$ cat src/rtl/tmr_pair8_pkg.sv
package tmr_pair8_pkg;

   // count-enable source codes held in control bits [2:0]
   typedef enum logic [2:0] {
      SRC_CLK    = 3'd0,
      SRC_DIV8   = 3'd1,
      SRC_DIV32  = 3'd2,
      SRC_DIV128 = 3'd3,
      SRC_PIN    = 3'd4,
      SRC_SIB    = 3'd5,
      SRC_NONE6  = 3'd6,
      SRC_NONE7  = 3'd7
   } src_e;

   localparam int CTL_SRC_W = 3;
   localparam int CTL_RUN   = 3;
   localparam int CTL_IRQ   = 4;
   localparam int CTL_CASC  = 5;
   localparam int CTL_W     = 6;

endpackage

$ cat src/rtl/tmr_prescale.sv
module tmr_prescale #(
   parameter int PRE_W = 7,
   parameter int SH0   = 3,
   parameter int SH1   = 5,
   parameter int SH2   = 7
) (
   input  logic       clk,
   input  logic       rst_n,
   output logic [2:0] tap_o
);

   localparam int NTAP = 3;
   localparam int SHV [NTAP] = '{SH0, SH1, SH2};

   logic [PRE_W-1:0] cnt_q;

   if (!(SH0 >= 1 && SH0 < SH1 && SH1 < SH2 && SH2 <= PRE_W)) begin : g_bad_taps
      $error("tmr_prescale: taps must rise strictly and fit in PRE_W");
   end

   always_ff @(posedge clk or negedge rst_n) begin
      if (!rst_n) cnt_q <= '0;
      else        cnt_q <= cnt_q + 1'b1;
   end

   for (genvar k = 0; k < NTAP; k++) begin : g_tap
      assign tap_o[k] = &cnt_q[SHV[k]-1:0];
   end


   div_single_cycle_chk: assert property (@(posedge clk) disable iff (!rst_n)
      tap_o[2] |=> !tap_o[2]);


   div_nesting_chk: assert property (@(posedge clk) disable iff (!rst_n)
      tap_o[2] |-> (tap_o[1] && tap_o[0]));

endmodule

$ cat src/rtl/tmr_pin_sync.sv
module tmr_pin_sync #(
   parameter int STAGES = 2
) (
   input  logic clk,
   input  logic rst_n,
   input  logic pin_i,
   output logic rise_o
);

   if (STAGES < 2) begin : g_bad_stages
      $error("tmr_pin_sync: at least two synchroniser stages required");
   end

   logic [STAGES:0] sh_q;

   always_ff @(posedge clk or negedge rst_n) begin
      if (!rst_n) sh_q <= '0;
      else        sh_q <= {sh_q[STAGES-1:0], pin_i};
   end

   assign rise_o = sh_q[STAGES-1] & ~sh_q[STAGES];


   rise_single_cycle_chk: assert property (@(posedge clk) disable iff (!rst_n)
      rise_o |=> !rise_o);

endmodule

$ cat src/rtl/tmr_chan.sv
module tmr_chan #(
   parameter int CNT_W = 8
) (
   input  logic             clk,
   input  logic             rst_n,
   input  logic             run,
   input  logic             tick,
   input  logic             wrap_max,
   input  logic             uf_mask,
   input  logic [CNT_W-1:0] reload,
   output logic             at_zero,
   output logic             uf,
   output logic             pulse
);

   logic [CNT_W-1:0] cnt_q;
   logic             hit;
   logic             fire;

   assign at_zero = (cnt_q == '0);
   assign hit     = run & tick & at_zero;
   assign fire    = hit & ~wrap_max & ~uf_mask;

   always_ff @(posedge clk or negedge rst_n) begin
      if (!rst_n) begin
         cnt_q <= '0;
         uf    <= 1'b0;
         pulse <= 1'b0;
      end else if (!run) begin
         cnt_q <= reload;
         uf    <= 1'b0;
         pulse <= 1'b0;
      end else begin
         uf <= fire;
         if (fire) pulse <= ~pulse;
         if (tick) begin
            if (!at_zero)      cnt_q <= cnt_q - 1'b1;
            else if (wrap_max) cnt_q <= '1;
            else               cnt_q <= reload;
         end
      end
   end


   reload_on_uf_chk: assert property (@(posedge clk) disable iff (!rst_n)
      uf |-> (cnt_q == $past(reload)));


   stop_quiet_chk: assert property (@(posedge clk) disable iff (!rst_n)
      !run |=> (!uf && !pulse));


   pulse_toggle_chk: assert property (@(posedge clk) disable iff (!rst_n)
      uf |-> (pulse != $past(pulse)));


   pulse_hold_chk: assert property (@(posedge clk) disable iff (!rst_n)
      (run && $past(run) && !uf) |-> $stable(pulse));

endmodule

$ cat src/rtl/tmr_pair8.sv
module tmr_pair8
   import tmr_pair8_pkg::*;
#(
   parameter int CNT_W       = 8,
   parameter int ADDR_W      = 3,
   parameter int PRE_W       = 7,
   parameter int DIV_SH0     = 3,
   parameter int DIV_SH1     = 5,
   parameter int DIV_SH2     = 7,
   parameter int SYNC_STAGES = 2
) (
   input  logic              clk,
   input  logic              rst_n,
   input  logic              wr_en,
   input  logic [ADDR_W-1:0] wr_addr,
   input  logic [CNT_W-1:0]  wr_data,
   input  logic [1:0]        ev_pin,
   output logic [1:0]        uf_tick,
   output logic [1:0]        uf_irq,
   output logic [1:0]        pulse_out
);

   localparam int NTMR = 2;

   if (CNT_W < CTL_W) begin : g_bad_width
      $error("tmr_pair8: data width too narrow for the control fields");
   end
   if (ADDR_W < 2) begin : g_bad_addr
      $error("tmr_pair8: address must reach four registers");
   end

   src_e             src_q  [NTMR];
   logic [CNT_W-1:0] rel_q  [NTMR];
   logic [NTMR-1:0]  run_q;
   logic [NTMR-1:0]  irq_q;
   logic             casc_q;

   logic [2:0]       pre_tap;
   logic [NTMR-1:0]  pin_rise;
   logic [NTMR-1:0]  sel_tick;
   logic [NTMR-1:0]  zero_v;
   logic [NTMR-1:0]  uf_v;
   logic [NTMR-1:0]  pulse_v;
   logic [NTMR-1:0]  run_v;
   logic [NTMR-1:0]  tick_v;
   logic [NTMR-1:0]  wrap_v;
   logic [NTMR-1:0]  mask_v;
   logic             lo_borrow;

   function automatic logic pick_src(input src_e s, input logic [2:0] taps,
                                     input logic rise, input logic sib);
      case (s)
         SRC_CLK:    return 1'b1;
         SRC_DIV8:   return taps[0];
         SRC_DIV32:  return taps[1];
         SRC_DIV128: return taps[2];
         SRC_PIN:    return rise;
         SRC_SIB:    return sib;
         default:    return 1'b0;
      endcase
   endfunction

   // register writes: even address = control, odd = reload
   always_ff @(posedge clk or negedge rst_n) begin
      if (!rst_n) begin
         for (int i = 0; i < NTMR; i++) begin
            src_q[i] <= SRC_CLK;
            rel_q[i] <= '0;
         end
         run_q  <= '0;
         irq_q  <= '0;
         casc_q <= 1'b0;
      end else if (wr_en) begin
         for (int i = 0; i < NTMR; i++) begin
            if (wr_addr == ADDR_W'(2 * i)) begin
               src_q[i] <= src_e'(wr_data[CTL_SRC_W-1:0]);
               run_q[i] <= wr_data[CTL_RUN];
               irq_q[i] <= wr_data[CTL_IRQ];
               if (i == NTMR - 1) casc_q <= wr_data[CTL_CASC];
            end
            if (wr_addr == ADDR_W'(2 * i + 1)) rel_q[i] <= wr_data;
         end
      end
   end

   tmr_prescale #(
      .PRE_W (PRE_W),
      .SH0   (DIV_SH0),
      .SH1   (DIV_SH1),
      .SH2   (DIV_SH2)
   ) u_pre (
      .clk   (clk),
      .rst_n (rst_n),
      .tap_o (pre_tap)
   );

   // cascade routing: upper byte borrows from lower byte
   assign lo_borrow = run_q[0] & sel_tick[0] & zero_v[0];

   always_comb begin
      run_v[0]  = run_q[0];
      tick_v[0] = sel_tick[0];
      wrap_v[0] = casc_q & ~zero_v[1];
      mask_v[0] = casc_q;
      run_v[1]  = casc_q ? run_q[0] : run_q[1];
      tick_v[1] = casc_q ? lo_borrow : sel_tick[1];
      wrap_v[1] = 1'b0;
      mask_v[1] = 1'b0;
   end

   for (genvar gi = 0; gi < NTMR; gi++) begin : g_tmr
      tmr_pin_sync #(
         .STAGES (SYNC_STAGES)
      ) u_sync (
         .clk    (clk),
         .rst_n  (rst_n),
         .pin_i  (ev_pin[gi]),
         .rise_o (pin_rise[gi])
      );

      assign sel_tick[gi] = pick_src(src_q[gi], pre_tap, pin_rise[gi],
                                     uf_v[NTMR-1-gi]);

      tmr_chan #(
         .CNT_W (CNT_W)
      ) u_chan (
         .clk      (clk),
         .rst_n    (rst_n),
         .run      (run_v[gi]),
         .tick     (tick_v[gi]),
         .wrap_max (wrap_v[gi]),
         .uf_mask  (mask_v[gi]),
         .reload   (rel_q[gi]),
         .at_zero  (zero_v[gi]),
         .uf       (uf_v[gi]),
         .pulse    (pulse_v[gi])
      );
   end

   assign uf_tick   = uf_v;
   assign uf_irq    = uf_v & irq_q;
   assign pulse_out = pulse_v;


   casc_lower_quiet_chk: assert property (@(posedge clk) disable iff (!rst_n)
      (casc_q && $past(casc_q)) |-> (!uf_tick[0] && !uf_irq[0]));


   irq_masked_chk: assert property (@(posedge clk) disable iff (!rst_n)
      ($past(wr_en) == 1'b0 && !irq_q[0]) |-> !uf_irq[0]);

endmodule

$ cat config.mk
export PLATFORM = sky130hd
export DESIGN_NAME = tmr_pair8
export DESIGN_NICKNAME = d
export VERILOG_FILES = /design/src/rtl/tmr_pair8_pkg.sv /design/src/rtl/tmr_prescale.sv /design/src/rtl/tmr_pin_sync.sv /design/src/rtl/tmr_chan.sv /design/src/rtl/tmr_pair8.sv
export SDC_FILE = /design/constraint.sdc
export NUM_CORES = 1
export LEC_CHECK = 0
export CAP_MARGIN = 30
export CORE_MARGIN = 4
export CORE_UTILIZATION = 58
export DETAILED_ROUTE_END_ITERATION = 10
export GPL_TIMING_DRIVEN = 1
export PLACE_DENSITY_LB_ADDON = 0.08
export SLEW_MARGIN = 30
export SYNTH_ARGS = -nofsm -noshare
export SYNTH_HDL_FRONTEND = slang
export SYNTH_SLANG_ARGS = --single-unit
$ cat constraint.sdc
create_clock -name clk -period 3 [get_ports clk]
set_clock_uncertainty 0.1 [all_clocks]
set_input_delay 0.9 -clock clk [delete_from_list [all_inputs] [get_ports clk]]
set_output_delay 0.9 -clock clk [all_outputs]
set_load 0.02 [all_outputs]
# Yosys cells after proc, flatten, opt, wreduce, memory -nomap -nowiden
# Index checks and enable logic that the tools add are counted.
[word_totals] ff_bits=60 input_bits=16 output_inout_bits=6 elab_cells=84
[op_classes] addsub=3 n_eq_ne=17 mux=17 bitwise=17 reduce_logical=12
[ops] cell="8-bit 2-to-1 mux" n=7
[ops] cell="3-bit by 2-bit equality test with 1-bit output, second input constant" n=6
[ops] cell="8-bit zero test" n=2
[ops] cell="8-bit by 1-bit subtractor with 8-bit output, second input constant" n=2
[ops] cell="3-bit equality test, second input constant" n=4
[ops] cell="1-bit case mux with 6 select lines" n=2
[ops] cell="1-bit bitwise AND" n=9
[ops] cell="3-bit by 1-bit equality test with 1-bit output, second input constant" n=3
[ops] cell="3-bit zero test" n=3
[ops] cell="1-bit 2-to-1 mux" n=8
[ops] cell="2-bit AND reduction" n=4
[ops] cell="7-bit by 1-bit adder with 7-bit output, second input constant" n=1
[ops] cell="1-bit inverter" n=7
[ops] cell="7-bit AND reduction" n=1
[ops] cell="5-bit AND reduction" n=1
[ops] cell="2-bit by 1-bit != test with 1-bit output, second input constant" n=2
[ops] cell="2-bit != test, second input constant" n=2
[ops] cell="3-bit AND reduction" n=1
[ops] cell="2-bit bitwise AND" n=1

# Longest topological paths before layout
[depth] word_depth=10 mapped_depth=10 ltp_nobuf=9

# Hierarchy
# From an unflattened synthesis, not the netlist that was laid out.
[unflattened] cells_unflattened=271 hier_area_um2=3109.2
[by_module_without_submodules] module="tmr_chan" instances=2 cells_per_inst=80 area_each_um2=719.4 seq_area_each_um2=250.2
[by_module_without_submodules] module="tmr_pair8" instances=1 cells_per_inst=83 area_each_um2=1202.4 seq_area_each_um2=675.6
[by_module_without_submodules] module="tmr_prescale" instances=1 cells_per_inst=20 area_each_um2=290.3 seq_area_each_um2=175.2
[by_module_without_submodules] module="tmr_pin_sync" instances=2 cells_per_inst=4 area_each_um2=88.8 seq_area_each_um2=75.1

# Worst setup path before layout
# No wires, ideal clock.
[synth_path] path_type="register to register" start="register u_pre.cnt_q[0]" end="register g_tmr[1].u_chan.pulse" setup_time_ns=0.132 t_arrival_ns=2.317 required_ns=2.768 setup_slack_ns=0.451 stages_incl_launch_ff=11 n_path_buf=1 period_less_slack_ns=2.549 path_cell_list="dfrtp_1 -> ha_1 -> and3_1 -> ha_1 -> nor2b_1 -> o311ai_1 -> nor3_2 -> clkbuf_1 -> o22ai_1 -> xnor2_1 -> nor2_1"
[synth_between] elab_chain_cells=8 elab_cells_between_ends=11 cone_classes="eq/ne (1); mux (3); bitwise (4); reduce/logical (3)"
[synth_rtl] element="start, declared" line_no="tmr_prescale.sv:15" rtl="logic [PRE_W-1:0] cnt_q;"
[synth_rtl] element="start signal, assigned" line_no="tmr_prescale.sv:23" rtl="else cnt_q <= cnt_q + 1'b1;"
[synth_rtl] element="7-bit AND reduction (tied with other cells)" line_no="tmr_prescale.sv:27" rtl="assign tap_o[k] = &cnt_q[SHV[k]-1:0];"
[synth_rtl] element="1-bit case mux with 6 select lines" line_no="tmr_pair8.sv:52" rtl="case (s)"
[synth_rtl] element="1-bit bitwise AND (2 in series)" line_no="tmr_pair8.sv:98" rtl="assign lo_borrow = run_q[0] & sel_tick[0] & zero_v[0];"
[synth_rtl] element="1-bit 2-to-1 mux *" line_no="tmr_pair8.sv:106" rtl="tick_v[1] = casc_q ? lo_borrow : sel_tick[1];"
[synth_rtl] element="1-bit bitwise AND * (2 in series)" line_no="tmr_chan.sv:21" rtl="assign hit = run & tick & at_zero;"
[synth_rtl] element="2-bit != test (no source line) *"
[synth_rtl] element="end signal, assigned" line_no="tmr_chan.sv:35" rtl="if (fire) pulse <= ~pulse;"
[synth_rtl] element="end, declared" line_no="tmr_chan.sv:13" rtl="output logic pulse"
# Every way passes the cells marked *; elsewhere a longest branch is shown, timed or not.
# A chain may end at the register's enable or synchronous reset.

# Worst setup path after layout
[layout_path] start="register u_pre.cnt_q[0]" end="register g_tmr[1].u_chan.cnt_q[0]"
[layout_between] elab_chain_cells=6 elab_cells_between_ends=9 cone_classes="eq/ne (1); mux (3); bitwise (2); reduce/logical (3)"
[layout_rtl] element="7-bit AND reduction (tied with other cells)" line_no="tmr_prescale.sv:27"
[layout_rtl] element="1-bit case mux with 6 select lines" line_no="tmr_pair8.sv:52"
[layout_rtl] element="1-bit bitwise AND (2 in series)" line_no="tmr_pair8.sv:98"
[layout_rtl] element="1-bit 2-to-1 mux *" line_no="tmr_pair8.sv:106"
[layout_rtl] element="2-bit != test (no source line) *"
[layout_rtl] element="end signal, assigned" line_no="tmr_chan.sv:30" rtl="cnt_q <= reload;"
[layout_rtl] element="end signal, assigned" line_no="tmr_chan.sv:37" rtl="if (!at_zero) cnt_q <= cnt_q - 1'b1;"
[layout_rtl] element="end signal, assigned" line_no="tmr_chan.sv:39" rtl="else cnt_q <= reload;"
[layout_rtl] element="end, declared" line_no="tmr_chan.sv:16" rtl="logic [CNT_W-1:0] cnt_q;"
# Marks and branches as above.

==> key figures <==
Synth
  – Synth top area share: 51.00%
  – Largest family of logic cells by synthesized area: simple AND/OR/NAND/NOR gates
  – Synth unique cells: 48
  – Synth Cell Area: 2944 um^2
  – Flops & latches, synth: 60
  – Register area share after synthesis: 51.00%
  – Post-synthesis compound-gate area fraction: 12.54%
  – Leading post-synthesis cells by cell area: dfrtp_1, mux2_2, ha_1
  – Mux cell area share after synthesis: 10.62%
  – Synth Area in XOR/XNOR: 1.487%
  – Syn nets: 290
  – Yosys top cell by area: dfrtp_1
  – YS warnings: 0
  – Post-Synth Simple-Gate Area: 17.76%
  – Synth Area in Adders: 2.975%
  – Avg Inst Size Synth: 11.03 um^2
  – Post-Syn Instances: 267

Place
  – Placed inst area: 3244 um^2
  – Number of buffers added on ports: 21
  – GPL Wtd Cong: 0.9114
  – DP HPWL: 4114 um
  – Dpl ws: 310.3 ps

Finish
  – Layout Nets: 319
  – Fin area: 3432 um^2
  – Share of cells above drive strength 1: 19.27%
  – Synth-to-layout area growth: 16.57%
  – # diodes: 0

Drt
  – Wirelength per Cell: 15.85 um
  – Drt via density: 5.886
  – DRC errors left: 0
  – Met3 WL: 288 um
  – DRT antenna net count: 0
  – DRT Wirelength: 5831 um
  – Top routing layer used: met4
  – Pre-antenna DRT Iters: 4
  – Routed via count: 2166
  – Wl on met1: 2794 um
  – Met2 Wirelength: 2699 um
  – Detailed router's first-iteration violation count: 159

Worst setup path
  – Worst Reg-to-Reg Cells: 10
  – WP data required: 3120 ps
  – CP Capture Point: g_tmr[1].u_chan.cnt_q[0]
  – Critical path endpoint category: register
  – Critical path origin: u_pre.cnt_q[0]
  – Flop2flop setup slack: 270 ps
  – Worst r2r src: u_pre.cnt_q[0]
  – Critical path type: reg2reg
  – CP max FO: 8
  – Startpoint Class: register
  – Worst R2R End: g_tmr[1].u_chan.cnt_q[0]
  – WP data arrival: 2850 ps

Clock network
  – Post-CTS Setup Inserts: 0
  – Clock Sinks: 60
  – Clk_lat worst skew: 330 ps
  – Clock tree root buffer cell: clkbuf_8
  – # resized after CTS: 0
  – Cts bufs inserted: 9
  – CTS clk-pin slew, worst paths: 70 ps
  – H-tree levels: 3
  – CTS max path bufs: 2
  – CTS Hold Bufs: 0
  – CTS tree: built

Timing
  – Setup violators final: 0
  – Fmax: 0.3659 GHz
  – Setup ws final: 266.7 ps
  – Period utilization: 91.11%
  – Slew margin rel.: 60.79%
  – WHS: 248.7 ps
  – RSZ-0062 raised after global routing: false
  – Fin Setup TNS: 0 ps
  – Worst-Margin Slew: 588.1 ps
  – Final hold vios: 0
  – Final Max Tran Viols: 0
  – Post-layout min period: 2733 ps

Floorplanning
  – Die Y: 79.25 um
  – FP Rows: 25
  – I/O pins: 22
  – Die area: 6280 um^2
  – Initial core utilization: 61.12%
  – Core box area: 4817 um^2
  – Die width: 79.25 um

Job
  – Max Cap Violations: 0

Power and ir drop
  – Max VDD drop: 0.4679 mV
  – P per Cell Area: 732.8 nW/um^2
  – Lkg Pwr: 0.001445 uW

Min path
  – Hold Crit Class: reg2reg

Global routing
  – First-pass GRT wire length: 9922 um
  – Total GRT Usage: 20.55%
  – Largest net degree at the start of global routing: 36
  – Initial antenna violation count: 0
  – Remaining global-route overflow: 0
  – Vias in the first global route: 2074

Status
  – Status: finished, final reports clean
## registers in the layout, indices dropped and copies added (netlist names)
register / flops
casc_q: 1
g_tmr.u_chan.cnt_q: 16
g_tmr.u_chan.pulse: 2
g_tmr.u_chan.uf: 2
g_tmr.u_sync.sh_q: 6
irq_q: 2
rel_q: 16
run_q: 2
src_q: 6
u_pre.cnt_q: 7
## kinds of logic after synthesis
group	count (synthesis)
AOI/OAI and AO/OA	52
DFF	60
xor gates and xnor gates	5
adders and majority gates	7
buffers and inverters	23
and+or+nand+nor	92
muxes	28
## layer usage
| metal | track usage [%] | vias up |
|---|---|---|
| met3 | 5.215 | 4 |
| li1 | - | 1040 |
| met4 | 6.873 | 0 |
| met2 | 31.48 | 58 |
| met5 | 0 | - |
| met1 | 28.61 | 1064 |
## critical path: stages (launching register included)
cell and delay (ps):
dfrtp_1 390, ha_1 220, and3_1 170, ha_1 190
nor2b_1 60, o311ai_1 300, nor3_2 130, o31ai_2 460
buf_4 240, o21ai_0 80, a221o_1 290
## worst min path at each step
| stage | end | depth (start not counted) | slack [ps] | start |
|---|---|---|---|---|
| after detailed placement | g_tmr[1].u_sync.sh_q[1] | 0 | 240 | g_tmr[1].u_sync.sh_q[0] |
| after floorplan | g_tmr[0].u_sync.sh_q[1] | 0 | 230 | g_tmr[0].u_sync.sh_q[0] |
| after CTS | g_tmr[1].u_sync.sh_q[1] | 0 | 250 | g_tmr[1].u_sync.sh_q[0] |
| final | g_tmr[1].u_sync.sh_q[1] | 0 | 250 | g_tmr[1].u_sync.sh_q[0] |
| after global routing | g_tmr[0].u_sync.sh_q[1] | 0 | 260 | g_tmr[0].u_sync.sh_q[0] |
| after global placement | g_tmr[1].u_sync.sh_q[1] | 0 | 230 | g_tmr[1].u_sync.sh_q[0] |
## cell usage in the layout (no fill, tap or decap), types with 2 or more instances in the layout
cell,Yosys,final
buf_4,5,7
a211oi_1,4,4
o311ai_0,3,3
mux2_2,26,26
nand3b_1,2,2
a21oi_1,11,11
clkbuf_8,0,12
o221ai_1,3,3
nor4bb_1,2,2
and2_1,7,7
ha_1,7,7
nor4b_1,3,3
nand4_1,4,4
nor3_2,2,2
a21o_1,2,2
inv_1,12,12
o21ai_0,10,10
nand2_1,10,10
o21a_1,2,2
dfrtp_1,60,60
and3_1,3,3
clkdlybuf4s50_1,0,20
a211o_1,2,2
nand4b_1,3,3
o22ai_1,2,2
clkinv_2,0,3
a31oi_1,3,3
nor2b_1,3,3
mux2i_1,2,2
nor2_1,19,19
a31o_2,2,2
nor3_1,6,6
or3_1,5,5
nand2b_1,6,6
nor4_1,3,3
xnor2_1,4,4
nand3_1,11,11
## cells in the mapped netlist (all sizes together)
| master | count |
|---|---|
| o221ai | 3 |
| o21ai | 10 |
| nand2 | 10 |
| o21a | 2 |
| nor2 | 19 |
| a221oi | 1 |
| o32ai | 1 |
| o22ai | 2 |
| o211a | 1 |
| xor2 | 1 |
| nand2b | 6 |
| buf | 6 |
| and2 | 7 |
| or4b | 2 |
| xnor2 | 4 |
| or3 | 5 |
| inv | 12 |
| mux2i | 2 |
| nor4 | 3 |
| a21o | 2 |
| mux2 | 26 |
| o31ai | 1 |
| a221o | 1 |
| nor4bb | 2 |
| dfrtp | 60 |
| ha | 7 |
| nand4 | 4 |
| and3 | 3 |
| a211oi | 4 |
| nand4b | 3 |
| nor3 | 8 |
| nor2b | 3 |
| a31o | 2 |
| o31a | 2 |
| or4 | 1 |
| clkbuf | 5 |
| nor4b | 3 |
| o311ai | 4 |
| a21oi | 11 |
| a31oi | 3 |
| nand3b | 2 |
| a211o | 2 |
| nand3 | 11 |
## layout make-up
cell class              instances  area (um^2)
fillers                       380         1385
multi-input cells             184         1336
clock inverters                 4        22.52
repair buffers                 29        277.8
inverters                      12        45.04
flip-flops and latches         60         1501
well taps                      67        83.83
clock buffers                  12        165.2
## report_power, final
part	switching, uW	internal, uW	total (uW)
Clock	301	363	663
Combinational	357	316	673
Sequential	185	993	1180
## through the flow
step                cells  total power, uW  utilization [%]
floorplan             267             1657                -
global placement      352             1832            67.35
detailed placement    352             1856            67.35
CTS                   368             2519            71.25
global route          368             2682            71.25
finish                368             2515            71.25
Note: power is estimated with default switching activity, not from simulation.
